**src/rtl/e3_ovhd_pkg.sv**
```systemverilog
package e3_ovhd_pkg;
  localparam logic [7:0] ADDR_STAT = 8'h14;
  localparam logic [7:0] ADDR_IEN  = 8'h15;
  localparam logic [7:0] ADDR_CFG  = 8'h16;
  localparam logic [7:0] ADDR_LAPD = 8'h18;
  localparam logic [7:0] FA1_EXP   = 8'hF6;
  localparam logic [7:0] FA2_EXP   = 8'h28;
  localparam int NUM_EV = 6;

  // packed order matches status bit positions: trail=5 ... ptMis=0
  typedef struct packed {
    logic trail;
    logic febe;
    logic ferf;
    logic bip;
    logic framing;
    logic ptMis;
  } evStrobe_t;

  typedef struct packed {
    logic ferfWin5;
    logic dlFromNr;
    logic lapdEn;
  } cfg_t;
endpackage

```
**src/rtl/e3_ovhd_datapath.sv**
```systemverilog
module e3_ovhd_datapath
  import e3_ovhd_pkg::*;
#(
  parameter int DW         = 8,
  parameter int FERF_SHORT = 3,
  parameter int FERF_LONG  = 5
) (
  input  logic          clk,
  input  logic          rstN,
  input  logic          frameStb,
  input  logic [DW-1:0] fa1In,
  input  logic [DW-1:0] fa2In,
  input  logic [DW-1:0] emIn,
  input  logic [DW-1:0] bipIn,
  input  logic [DW-1:0] trIn,
  input  logic [DW-1:0] maIn,
  input  logic [DW-1:0] nrIn,
  input  logic [DW-1:0] gcIn,
  input  cfg_t          cfg,
  output evStrobe_t     evOut,
  output logic          ferfState,
  output logic [DW-1:0] dlByte,
  output logic          dlValid
);
  localparam int CW  = $clog2(FERF_LONG + 1);
  localparam int PTW = 3;

  logic          ferfBit, febeBit;
  logic [PTW-1:0] ptNow, ptPrev;
  logic          ptSeen;
  logic          ferfQ, ferfFlip;
  logic [CW-1:0] runCnt, runLimit;
  logic [CW:0]   runNext;

  assign ferfBit  = maIn[DW-1];
  assign febeBit  = maIn[DW-2];
  assign ptNow    = maIn[DW-3 -: PTW];
  assign runLimit = cfg.ferfWin5 ? CW'(FERF_LONG) : CW'(FERF_SHORT);
  assign runNext  = {1'b0, runCnt} + 1'b1;
  assign ferfFlip = frameStb && (ferfBit != ferfQ) && (runNext >= {1'b0, runLimit});

  always_ff @(posedge clk or negedge rstN) begin
    if (!rstN) begin
      ferfQ  <= 1'b0;
      runCnt <= '0;
    end else if (frameStb) begin
      if (ferfBit == ferfQ) begin
        runCnt <= '0;
      end else if (ferfFlip) begin
        ferfQ  <= ~ferfQ;
        runCnt <= '0;
      end else begin
        runCnt <= runNext[CW-1:0];
      end
    end
  end

  always_ff @(posedge clk or negedge rstN) begin
    if (!rstN) begin
      ptPrev <= '0;
      ptSeen <= 1'b0;
    end else if (frameStb) begin
      ptPrev <= ptNow;
      ptSeen <= 1'b1;
    end
  end

  always_comb begin
    evOut.trail   = frameStb && trIn[DW-1];
    evOut.febe    = frameStb && febeBit;
    evOut.ferf    = ferfFlip;
    evOut.bip     = frameStb && (emIn != bipIn);
    evOut.framing = frameStb && ((fa1In != FA1_EXP) || (fa2In != FA2_EXP));
    evOut.ptMis   = frameStb && ptSeen && (ptNow != ptPrev);
  end

  assign ferfState = ferfQ;
  assign dlByte    = cfg.dlFromNr ? nrIn : gcIn;
  assign dlValid   = frameStb && cfg.lapdEn;
endmodule

```
**src/rtl/e3_ovhd_ctrl.sv**
```systemverilog
module e3_ovhd_ctrl
  import e3_ovhd_pkg::*;
#(
  parameter int DW = 8,
  parameter int AW = 8
) (
  input  logic              clk,
  input  logic              rstN,
  input  evStrobe_t         ev,
  input  logic              regWrEn,
  input  logic              regRdEn,
  input  logic [AW-1:0]     regAddr,
  input  logic [DW-1:0]     regWrData,
  output logic [DW-1:0]     regRdData,
  output cfg_t              cfg,
  output logic [NUM_EV-1:0] statusQ,
  output logic              irqOut
);
  logic [NUM_EV-1:0] ienQ;
  logic              winQ;
  logic [2:0]        lapdQ;
  logic              hitStat, hitIen, hitCfg, hitLapd;

  assign hitStat = regAddr == AW'(ADDR_STAT);
  assign hitIen  = regAddr == AW'(ADDR_IEN);
  assign hitCfg  = regAddr == AW'(ADDR_CFG);
  assign hitLapd = regAddr == AW'(ADDR_LAPD);

  // event is OR-ed after the clear so a same-cycle event survives the read
  always_ff @(posedge clk or negedge rstN) begin
    if (!rstN) statusQ <= '0;
    else       statusQ <= ((regRdEn && hitStat) ? '0 : statusQ) | NUM_EV'(ev);
  end

  always_ff @(posedge clk or negedge rstN) begin
    if (!rstN) begin
      ienQ  <= '0;
      winQ  <= 1'b0;
      lapdQ <= '0;
    end else if (regWrEn) begin
      if (hitIen)  ienQ  <= regWrData[NUM_EV-1:0];
      if (hitCfg)  winQ  <= regWrData[0];
      if (hitLapd) lapdQ <= regWrData[3:1];
    end
  end

  always_comb begin
    regRdData = '0;
    if (regRdEn) begin
      if (hitStat)      regRdData[NUM_EV-1:0] = statusQ;
      else if (hitIen)  regRdData[NUM_EV-1:0] = ienQ;
      else if (hitCfg)  regRdData[0]          = winQ;
      else if (hitLapd) regRdData[3:1]        = lapdQ;
    end
  end

  assign cfg.ferfWin5 = winQ;
  assign cfg.dlFromNr = lapdQ[2];
  assign cfg.lapdEn   = lapdQ[1];
  assign irqOut       = |(statusQ & ienQ);
endmodule

```
**src/rtl/e3_ovhd_monitor.sv**
```systemverilog
module e3_ovhd_monitor
  import e3_ovhd_pkg::*;
#(
  parameter int DW         = 8,
  parameter int AW         = 8,
  parameter int FERF_SHORT = 3,
  parameter int FERF_LONG  = 5
) (
  input  logic          clk,
  input  logic          rstN,
  input  logic          frameStb,
  input  logic [DW-1:0] fa1In,
  input  logic [DW-1:0] fa2In,
  input  logic [DW-1:0] emIn,
  input  logic [DW-1:0] bipIn,
  input  logic [DW-1:0] trIn,
  input  logic [DW-1:0] maIn,
  input  logic [DW-1:0] nrIn,
  input  logic [DW-1:0] gcIn,
  input  logic          regWrEn,
  input  logic          regRdEn,
  input  logic [AW-1:0] regAddr,
  input  logic [DW-1:0] regWrData,
  output logic [DW-1:0] regRdData,
  output logic          irqOut,
  output logic          ferfState,
  output logic [DW-1:0] dlByte,
  output logic          dlValid
);
  evStrobe_t         evBus;
  cfg_t              cfgBus;
  logic [NUM_EV-1:0] statusQ;

  e3_ovhd_datapath #(.DW(DW), .FERF_SHORT(FERF_SHORT), .FERF_LONG(FERF_LONG)) dp (
    .clk(clk), .rstN(rstN), .frameStb(frameStb),
    .fa1In(fa1In), .fa2In(fa2In), .emIn(emIn), .bipIn(bipIn),
    .trIn(trIn), .maIn(maIn), .nrIn(nrIn), .gcIn(gcIn),
    .cfg(cfgBus), .evOut(evBus), .ferfState(ferfState),
    .dlByte(dlByte), .dlValid(dlValid)
  );

  e3_ovhd_ctrl #(.DW(DW), .AW(AW)) ctl (
    .clk(clk), .rstN(rstN), .ev(evBus),
    .regWrEn(regWrEn), .regRdEn(regRdEn), .regAddr(regAddr),
    .regWrData(regWrData), .regRdData(regRdData),
    .cfg(cfgBus), .statusQ(statusQ), .irqOut(irqOut)
  );
endmodule

```
**config.mk**
```make
export PLATFORM = sky130hd
export DESIGN_NAME = e3_ovhd_monitor
export DESIGN_NICKNAME = d
export VERILOG_FILES = /design/src/rtl/e3_ovhd_pkg.sv /design/src/rtl/e3_ovhd_datapath.sv /design/src/rtl/e3_ovhd_ctrl.sv /design/src/rtl/e3_ovhd_monitor.sv
export SDC_FILE = /design/constraint.sdc
export NUM_CORES = 1
export LEC_CHECK = 0
export ABC_AREA = 1
export ABC_CLOCK_PERIOD_IN_PS = 3100
export CAP_MARGIN = 5
export CORE_MARGIN = 8
export CORE_UTILIZATION = 40
export CTS_CLUSTER_SIZE = 24
export DETAILED_ROUTE_END_ITERATION = 7
export PLACE_DENSITY = 0.87
export SYNTH_ARGS = -nofsm -noshare
export SYNTH_HDL_FRONTEND = slang
export SYNTH_SLANG_ARGS = --single-unit
```
**constraint.sdc**
```tcl
create_clock -name clk -period 3.1 [get_ports clk]
set_input_delay 0.775 -clock clk [delete_from_list [all_inputs] [get_ports clk]]
set_output_delay 0.775 -clock clk [all_outputs]
set_load 0.02 [all_outputs]
```
Yosys cells after proc, flatten, opt, wreduce, memory -nomap -nowiden
Index checks and enable logic that the tools add are counted.
{"block": "totals", "out_inout_bits": 19, "wordCells": 52, "ff_bits": 24}
{"block": "op_classes", "n_reduce_logical": 16, "n_bitwise": 4, "mux": 12, "magnitude_cmp": 1, "addsub": 1, "n_eq_ne": 10}
{"cell": "8-bit by 5-bit equality test with 1-bit output (second input constant)", "n": 4}
{"cell": "6-bit two-way mux", "n": 3}
{"cell": "3-bit two-way mux", "n": 5}
{"cell": "1-bit logical AND", "n": 10}
{"cell": "8-bit two-way mux", "n": 1}
{"cell": "8-bit by 6-bit inequality test with 1-bit output (second input constant)", "n": 1}
{"cell": "8-bit inequality test", "n": 1}
{"cell": "8-bit inequality test (second input constant)", "n": 1}
{"cell": "6-bit bitwise AND", "n": 1}
{"cell": "6-bit bitwise OR", "n": 1}
{"cell": "2-bit AND reduction", "n": 3}
{"cell": "6-bit OR reduction", "n": 1}
{"cell": "3-bit by 1-bit adder with 4-bit output (second input constant)", "n": 1}
{"cell": "4-bit by 3-bit >= comparator with 1-bit output", "n": 1}
{"cell": "4-bit two-way mux", "n": 1}
{"cell": "3-bit inequality test", "n": 1}
{"cell": "3-bit AND reduction", "n": 1}
{"cell": "2-bit two-way mux", "n": 1}
{"cell": "1-bit NOT", "n": 2}
{"cell": "1-bit equality test", "n": 1}
{"cell": "1-bit logical OR", "n": 1}
{"cell": "1-bit two-way mux", "n": 1}
{"cell": "1-bit inequality test", "n": 1}

Depth between registers and ports, before layout
Gate-level depths: netlist of run 1.
{"block": "depth", "word_depth": 6, "ltp_mapped": 10}

Hierarchy
Synthesis of run 1 repeated with hierarchy kept, for this count alone.
{"block": "unflattened", "hier_cells": 251, "area_unflattened_um2": 1798.0}
{"module": "e3_ovhd_ctrl", "instances": 1, "cells_per_inst": 130, "area_per_inst_um2": 983.4}
{"module": "e3_ovhd_datapath", "instances": 1, "cells_per_inst": 121, "area_per_inst_um2": 814.5}

Least setup slack after synthesis of run 1
OpenSTA, ideal clock, no wires.
{"block": "synth_timing", "path_kind": "input to output", "start": "input regAddr[5]", "end": "output regRdData[4]", "required_time_ns": 2.325, "arrival_time_ns": 1.635, "path_slack_ns": 0.690, "stages": 6, "cell_sequence": "inv_2 > nand2_1 > nor2_2 > buf_6 > nand4_2 > o22ai_1"}
{"block": "synth_between", "elab_chain_len": 4}
{"element": "start: declaration", "line": "e3_ovhd_monitor.sv:22", "text": "input logic [AW-1:0] regAddr,"}
{"element": "8-bit by 5-bit equality test with 1-bit output", "line": "e3_ovhd_ctrl.sv:25", "text": "assign hitIen = regAddr == AW'(ADDR_IEN);"}
{"element": "2-bit two-way mux", "line": "e3_ovhd_ctrl.sv:51", "text": "else if (hitIen) regRdData[NUM_EV-1:0] = ienQ;"}
{"element": "6-bit two-way mux (*)", "line": "e3_ovhd_ctrl.sv:50", "text": "if (hitStat) regRdData[NUM_EV-1:0] = statusQ;"}
{"element": "6-bit two-way mux (*)", "line": "e3_ovhd_ctrl.sv:49", "text": "if (regRdEn) begin"}
{"element": "end: declaration", "line": "e3_ovhd_monitor.sv:24", "text": "output logic [DW-1:0] regRdData,"}
Every way passes the cells marked *; elsewhere a longest branch is shown, timed or not.

Worst setup path after layout of run 1
{"block": "layout_timing", "start": "input regAddr[4]", "end": "output regRdData[4]"}
Same word-level chain as after synthesis.

==> impl_metrics.json, run 1 <==
{
  "dp.cells": 408,
  "antenna_found_initial": 0,
  "yosysSeqAreaShare_pct": 35.1,
  "startpoint_type": "primary input",
  "htree_levels": 1,
  "antenna_left": 0,
  "io_pins": 104,
  "dp_slack_ns": -0.241,
  "grt_max_degree": 25,
  "yosysWarnings": 0,
  "dpl.hpwl_mm": 4.26,
  "hold_viol": 0,
  "synthCells": 259,
  "area_delta_synth_final_pct": 63.3,
  "p_seq_share_pct": 37.7,
  "synth_edf_count": 0,
  "die_h_um": 81.4,
  "clk_latency_ns": 0.27,
  "cts.sinks": 24,
  "avgViaCountPerCell": 4.66,
  "p_int_mw": 0.709,
  "synth_ff_type": "dfrtp_1",
  "synth_top_cell_by_area": "dfrtp_1",
  "async_reset_ff_share_pct": 100,
  "diodes": 0,
  "synth_top_area_share_pct": 35.1,
  "grt_first_pass_wirelength_mm": 8.65,
  "grt_setup_unrepaired": "false",
  "pwr-share-comb_pct": 35.4,
  "overflow": 0,
  "dr.pass1.iters": 4,
  "period_share_pct": 93.8,
  "p_sw_mw": 0.307,
  "critical_path_class": "in2out",
  "p_clk_share_pct": 26.8,
  "cp-end-kind": "output pin",
  "slew_viol_final": 0,
  "irDropWorstVdd_uv": 169,
  "finalSetupViolCount": 0,
  "wire_per_inst_um": 12.2,
  "cts-buffers-inserted": 3,
  "outcome": "finished clean",
  "final_nets": 448,
  "synth_area_per_cell_um2": 6.61,
  "switching_share_pct": 30.2,
  "root_buffer": "clkbuf_8",
  "drc": 0,
  "layout-drive-gt1-share_pct": 11.4,
  "p_leak_nw": 1.37,
  "holdCritPathClass": "reg2reg",
  "synth_area_leaders": "dfrtp_1 (35%), nand2_1 (24%), inv_1 (7.5%)",
  "reg2regPathDepth": 10,
  "fin_crit_ns": 2.91,
  "cp.arrival_ns": 2.13,
  "fmax_mhz": 344,
  "cts_tree": "done",
  "power_density_nw_per_um2": 363,
  "grt_pass1_vias": 2125,
  "synthesis.area_um2": 1710,
  "wirelength_mm": 5.02,
  "worstHoldPathCells": 1,
  "synthMostInstantiatedCell": "nand2_1",
  "die_w_um": 81.4,
  "skew_ns": 0.00171,
  "core_um2": 4230,
  "place_congestion": 0.843,
  "instances_no_fill": 412,
  "synth-seq-cells": 24,
  "synth_cell_types": 30,
  "finalWorstSetupSlack_ns": 0.191,
  "required_ns": 2.32,
  "initial_core_util_pct": 40.5,
  "numPortBuffers": 89,
  "drt-initial-drc-count": 74,
  "synth_commonest_cells": "nand2_1 (108), inv_1 (34), dfrtp_1 (24)",
  "path_clk_slew_ns": 0.08,
  "vias": 1919,
  "worstPathMaxFanout": 11,
  "dieArea_um2": 6630,
  "track_usage_pct": 16.3,
  "fp-row-count": 24,
  "cts_buffer_depth": 2,
  "max_cap_violations": 0
}
[layout make-up]
cell class	instances	area (um^2)
Sequential cell	24	601
Fill cell	354	1440
Clock inverter	1	30.0
Multi-Input combinational cell	192	938
Clock buffer	3	41.3
Tap cell	52	65.1
Timing Repair Buffer	101	976
Inverter	39	146
[flip-flops by register name, summed over array words and instances (netlist names)]
| name | count |
|---|---|
| ctl.ienQ | 6 |
| dp.ferfState | 1 |
| dp.ptPrev | 3 |
| ctl.statusQ | 6 |
| ctl.lapdQ | 3 |
| ctl.winQ | 1 |
| dp.runCnt | 3 |
| dp.ptSeen | 1 |
[cell usage in the layout, fill, tap and decap left out, types with 4 or more instances in the layout]
cell type / count
nand3_1: 8
xnor2_1: 8
clkdlybuf4s50_1: 83
nor2_1: 16
inv_2: 4
o21ai_0: 7
nand2_1: 108
o21ai_1: 10
buf_4: 10
dfrtp_1: 24
inv_1: 34
o211ai_1: 4
clkbuf_2: 6
nor2_4: 4
[worst paths after layout]
| check | slack (ns) | startpoint | endpoint |
|---|---|---|---|
| setup reg to reg | 1.26 | dp.runCnt[0] | dp.runCnt[1] |
| hold / removal | 0.48 | dp.ptSeen | dp.ptSeen |
| setup / recovery | 0.19 | regAddr[4] | regRdData[4] |
| hold reg to reg | 0.48 | dp.ptSeen | dp.ptSeen |
| min in group asynchronous | 0.86 | rstN | ctl.lapdQ[0] |
| max in group asynchronous | 2.00 | rstN | ctl.statusQ[1] |
[worst max-delay path: stages]
cell and delay [ns]:
clkdlybuf4s50_1 0.48, nand2_1 0.07, nor2_2 0.16, buf_12 0.15
nand4_2 0.13, o22ai_1 0.17, clkbuf_2 0.21
[cells by family (layout without fill, tap and decap cells)]
logic type	Yosys count	after routing	share of synthesized area [%]
fa+ha+maj	2	2	1.46
other cells	1	2	0.219
flops	24	24	35.1
xor+xnor	9	9	4.60
compound gates	27	27	8.69
simple gates	152	152	39.4
buf+inv	44	144	10.6
[power by group through the flow]
stage,clock network [mW],registers (mW),logic [mW]
2_1_floorplan,0,0.387,0.183
3_3_place_gp,0,0.386,0.348
3_5_place_dp,0,0.389,0.363
4_1_cts,0.278,0.383,0.365
5_1_grt,0.289,0.390,0.406
6_report,0.273,0.383,0.360
[metrics by stage]
step	total power, mW	hold slack (ns)	TNS [ns]	utilization [%]	area, um^2
3_5_place_dp	0.752	0.452	-1.27	65.0	2750
6_report	1.02	0.482	0	66.1	2800
5_1_grt	1.09	0.505	0	66.1	2800
4_1_cts	1.03	0.481	0	66.5	2820
3_3_place_gp	0.735	0.452	-1.22	65.0	2750
2_1_floorplan	0.570	0.438	0	-	1720
[routing by layer]
metal  vias up  GRT usage, %  wire length (um)
met5         -             0                 0
met4         0          8.39               149
met3        10          4.60               421
met2        67          29.7              2540
met1       847          16.5              1910
li1        995             -                 -
[timing repair]
| action | 4_1_cts | 5_1_grt |
|---|---|---|
| endpoints found under the setup margin | 6 | 6 |
| gates resized for setup | 6 | 13 |
| pin swaps | 0 | 0 |
| hold buffers | 0 | 0 |
| setup buffers | 0 | 0 |
(Power assumes the default switching activity.)
==> inputs of run 2 (changes only) <==
--- a/config.mk
+++ b/config.mk
@@ -9,10 +9,11 @@
 export ABC_CLOCK_PERIOD_IN_PS = 3100
 export CAP_MARGIN = 5
 export CORE_MARGIN = 8
-export CORE_UTILIZATION = 40
+export CORE_UTILIZATION = 41
 export CTS_CLUSTER_SIZE = 24
 export DETAILED_ROUTE_END_ITERATION = 7
-export PLACE_DENSITY = 0.87
+export PLACE_DENSITY = 0.86
 export SYNTH_ARGS = -nofsm -noshare
 export SYNTH_HDL_FRONTEND = slang
+export SYNTH_HIERARCHICAL = 1
 export SYNTH_SLANG_ARGS = --single-unit
==> impl_metrics.json, run 2 <==
{
  "outcome": "finished clean",
  "grt_pass1_vias": 2038,
  "core_um2": 4290,
  "critPathMostFrequentCell": "buf_4",
  "yosysWarnings": 6,
  "whs_endpoint": "dp/ptSeen",
  "synthCells": 251,
  "startpoint_type": "primary input",
  "synth_area_leaders": "dfrtp_1 (33%), nand2_1 (15%), inv_1 (7.9%)",
  "r2r_slack_ns": 1.36,
  "fin_crit_ns": 2.95,
  "slew_viol_final": 0,
  "cts_buffer_depth": 2,
  "synth_commonest_cells": "nand2_1 (71), inv_1 (38), dfrtp_1 (24)",
  "fmax_mhz": 339,
  "place_congestion": 0.856,
  "drc": 0,
  "synthesis.area_um2": 1800,
  "cpLargestDelayFamily": "buffers and inverters",
  "avgViaCountPerCell": 4.76,
  "worstReg2RegEnd": "ctl/statusQ[3]",
  "grt_first_pass_wirelength_mm": 8.44,
  "grt_setup_unrepaired": "false",
  "required_ns": 2.32,
  "cts-buffers-inserted": 3,
  "synth-seq-cells": 24,
  "wire_per_inst_um": 12.5,
  "dpl.hpwl_mm": 4.34,
  "dp.cells": 398,
  "period_share_pct": 95.1,
  "rr_startpoint": "dp/runCnt[1]",
  "clk_latency_ns": 0.26,
  "skew_ns": 0.00185,
  "holdCritPathClass": "reg2reg",
  "synth_cell_types": 34,
  "wirelength_mm": 5.04,
  "synthMostInstantiatedCell": "nand2_1",
  "fp-row-count": 24,
  "p_leak_nw": 1.44,
  "irDropWorstVdd_uv": 167,
  "final_nets": 440,
  "reg_top3": "ctl/ienQ: 6 flops, ctl/statusQ: 6 flops",
  "initial_core_util_pct": 41.9,
  "async_reset_ff_share_pct": 100,
  "htree_levels": 1,
  "synth_area_per_cell_um2": 7.16,
  "dieArea_um2": 6760,
  "die_h_um": 82.2,
  "synth_top_area_share_pct": 33.4,
  "critical_path_class": "in2out",
  "slowest_stage": "clkdlybuf4s50_1",
  "crit_chain": "clkdlybuf4s50_1 > inv_1 > nand2_1 > nor2_4 > buf_4 > buf_4 > nand4_1 > a21oi_1 > clkbuf_2",
  "max_cap_violations": 0,
  "instances_no_fill": 403,
  "numPortBuffers": 89,
  "hold_viol": 0,
  "cts_tree": "done",
  "overflow": 0,
  "grt_max_degree": 25,
  "dr.pass1.iters": 4,
  "final_cell_mix": "clkdlybuf4s50_1 (83), nand2_1 (71), inv_1 (38), dfrtp_1 (24), nor2_1 (18)",
  "antenna_left": 0,
  "hp-start": "dp/ptSeen",
  "cp-end-kind": "output pin",
  "final_common_cell": "clkdlybuf4s50_1",
  "finalWorstSetupSlack_ns": 0.153,
  "synth_edf_count": 0,
  "area_delta_synth_final_pct": 57.4,
  "dp_slack_ns": -0.395,
  "crit_buf_inv": 5,
  "vias": 1919,
  "power_density_nw_per_um2": 349,
  "root_buffer": "clkbuf_8",
  "finalSetupViolCount": 0,
  "antenna_found_initial": 0,
  "cp.arrival_ns": 2.17,
  "reg2regPathDepth": 10,
  "track_usage_pct": 15.5,
  "diodes": 0,
  "worstPathMaxFanout": 7,
  "critPathMaxStageDelay_ns": 0.40,
  "yosysSeqAreaShare_pct": 33.4,
  "layout-drive-gt1-share_pct": 17.1,
  "cts.sinks": 24,
  "worstHoldPathCells": 1,
  "io_pins": 104,
  "die_w_um": 82.2,
  "synth_ff_type": "dfrtp_1",
  "synth_top_cell_by_area": "dfrtp_1",
  "drt-initial-drc-count": 88,
  "path_clk_slew_ns": 0.08
}
run 2: final cells by class:
type | count | area (um^2)
clock buffer | 3 | 41.3
fill | 367 | 1460
inverter | 43 | 161
multi-input combinational | 175 | 973
sequential | 24 | 601
tap | 52 | 65.1
timing repair buffer | 106 | 988
run 2: timing repair:
item / in CTS / in global routing
resized for setup: 10 / 11
endpoints found under the setup margin: 6 / 6
setup buffers: 0 / 2
hold buffers: 0 / 0
pin swaps: 0 / 1
run 2: power breakdown:
part	internal, mW	switching, mW
registers	0.345	0.0331
logic	0.227	0.205
clock network	0.0868	0.0896
total	0.659	0.328
run 2: per-layer routing:
layer	up-vias	GRT usage, %	part of all wire (%)
met5	-	0	0
met4	0	7.54	2.8
met3	13	4.76	12
met2	91	26.8	45
met1	843	16.7	40
li1	972	-	-
run 2: cells by family after synthesis:
family	count (synthesis)	share of synthesized area, %
AOI/OAI and AO/OA	28	10.2
xor gates and xnor gates	8	3.90
adders and majority gates	2	1.39
buffers and inverters	53	13.2
DFF	24	33.4
muxes	8	5.01
other	1	0.209
and+or+nand+nor	127	32.6
run 2: worst max path at each step:
stage,from,end,slack [ns],cells past startpoint
global placement,regAddr[4],regRdData[5],-0.37,8
finish,regAddr[6],regRdData[3],0.15,9
global route,regAddr[7],regRdData[2],0.003,11
CTS,regAddr[5],regRdData[5],0.02,9
floorplan,regAddr[1],regRdData[4],0.66,7
detailed placement,regAddr[4],regRdData[4],-0.40,8
run 2: metrics by stage:
step / power (mW) / area, um^2 / util [%] / hold slack (ns) / TNS [ns]
after detailed placement: 0.818 / 2790 / 65.1 / 0.454 / -1.86
final: 0.987 / 2830 / 65.9 / 0.485 / 0
after global routing: 1.06 / 2830 / 65.9 / 0.512 / 0
after floorplan: 0.643 / 1800 / - / 0.437 / 0
after global placement: 0.807 / 2790 / 65.1 / 0.454 / -1.86
after CTS: 0.995 / 2840 / 66.1 / 0.480 / 0
==> inputs of run 3 (changes only) <==
--- a/config.mk
+++ b/config.mk
@@ -10,6 +10,7 @@
 export CAP_MARGIN = 5
 export CORE_MARGIN = 8
 export CORE_UTILIZATION = 41
+export CTS_CLUSTER_DIAMETER = 50
 export CTS_CLUSTER_SIZE = 24
 export DETAILED_ROUTE_END_ITERATION = 7
 export PLACE_DENSITY = 0.86
==> results of run 3 <==
No change in the layout: final DEF, timing and power equal those of run 2.
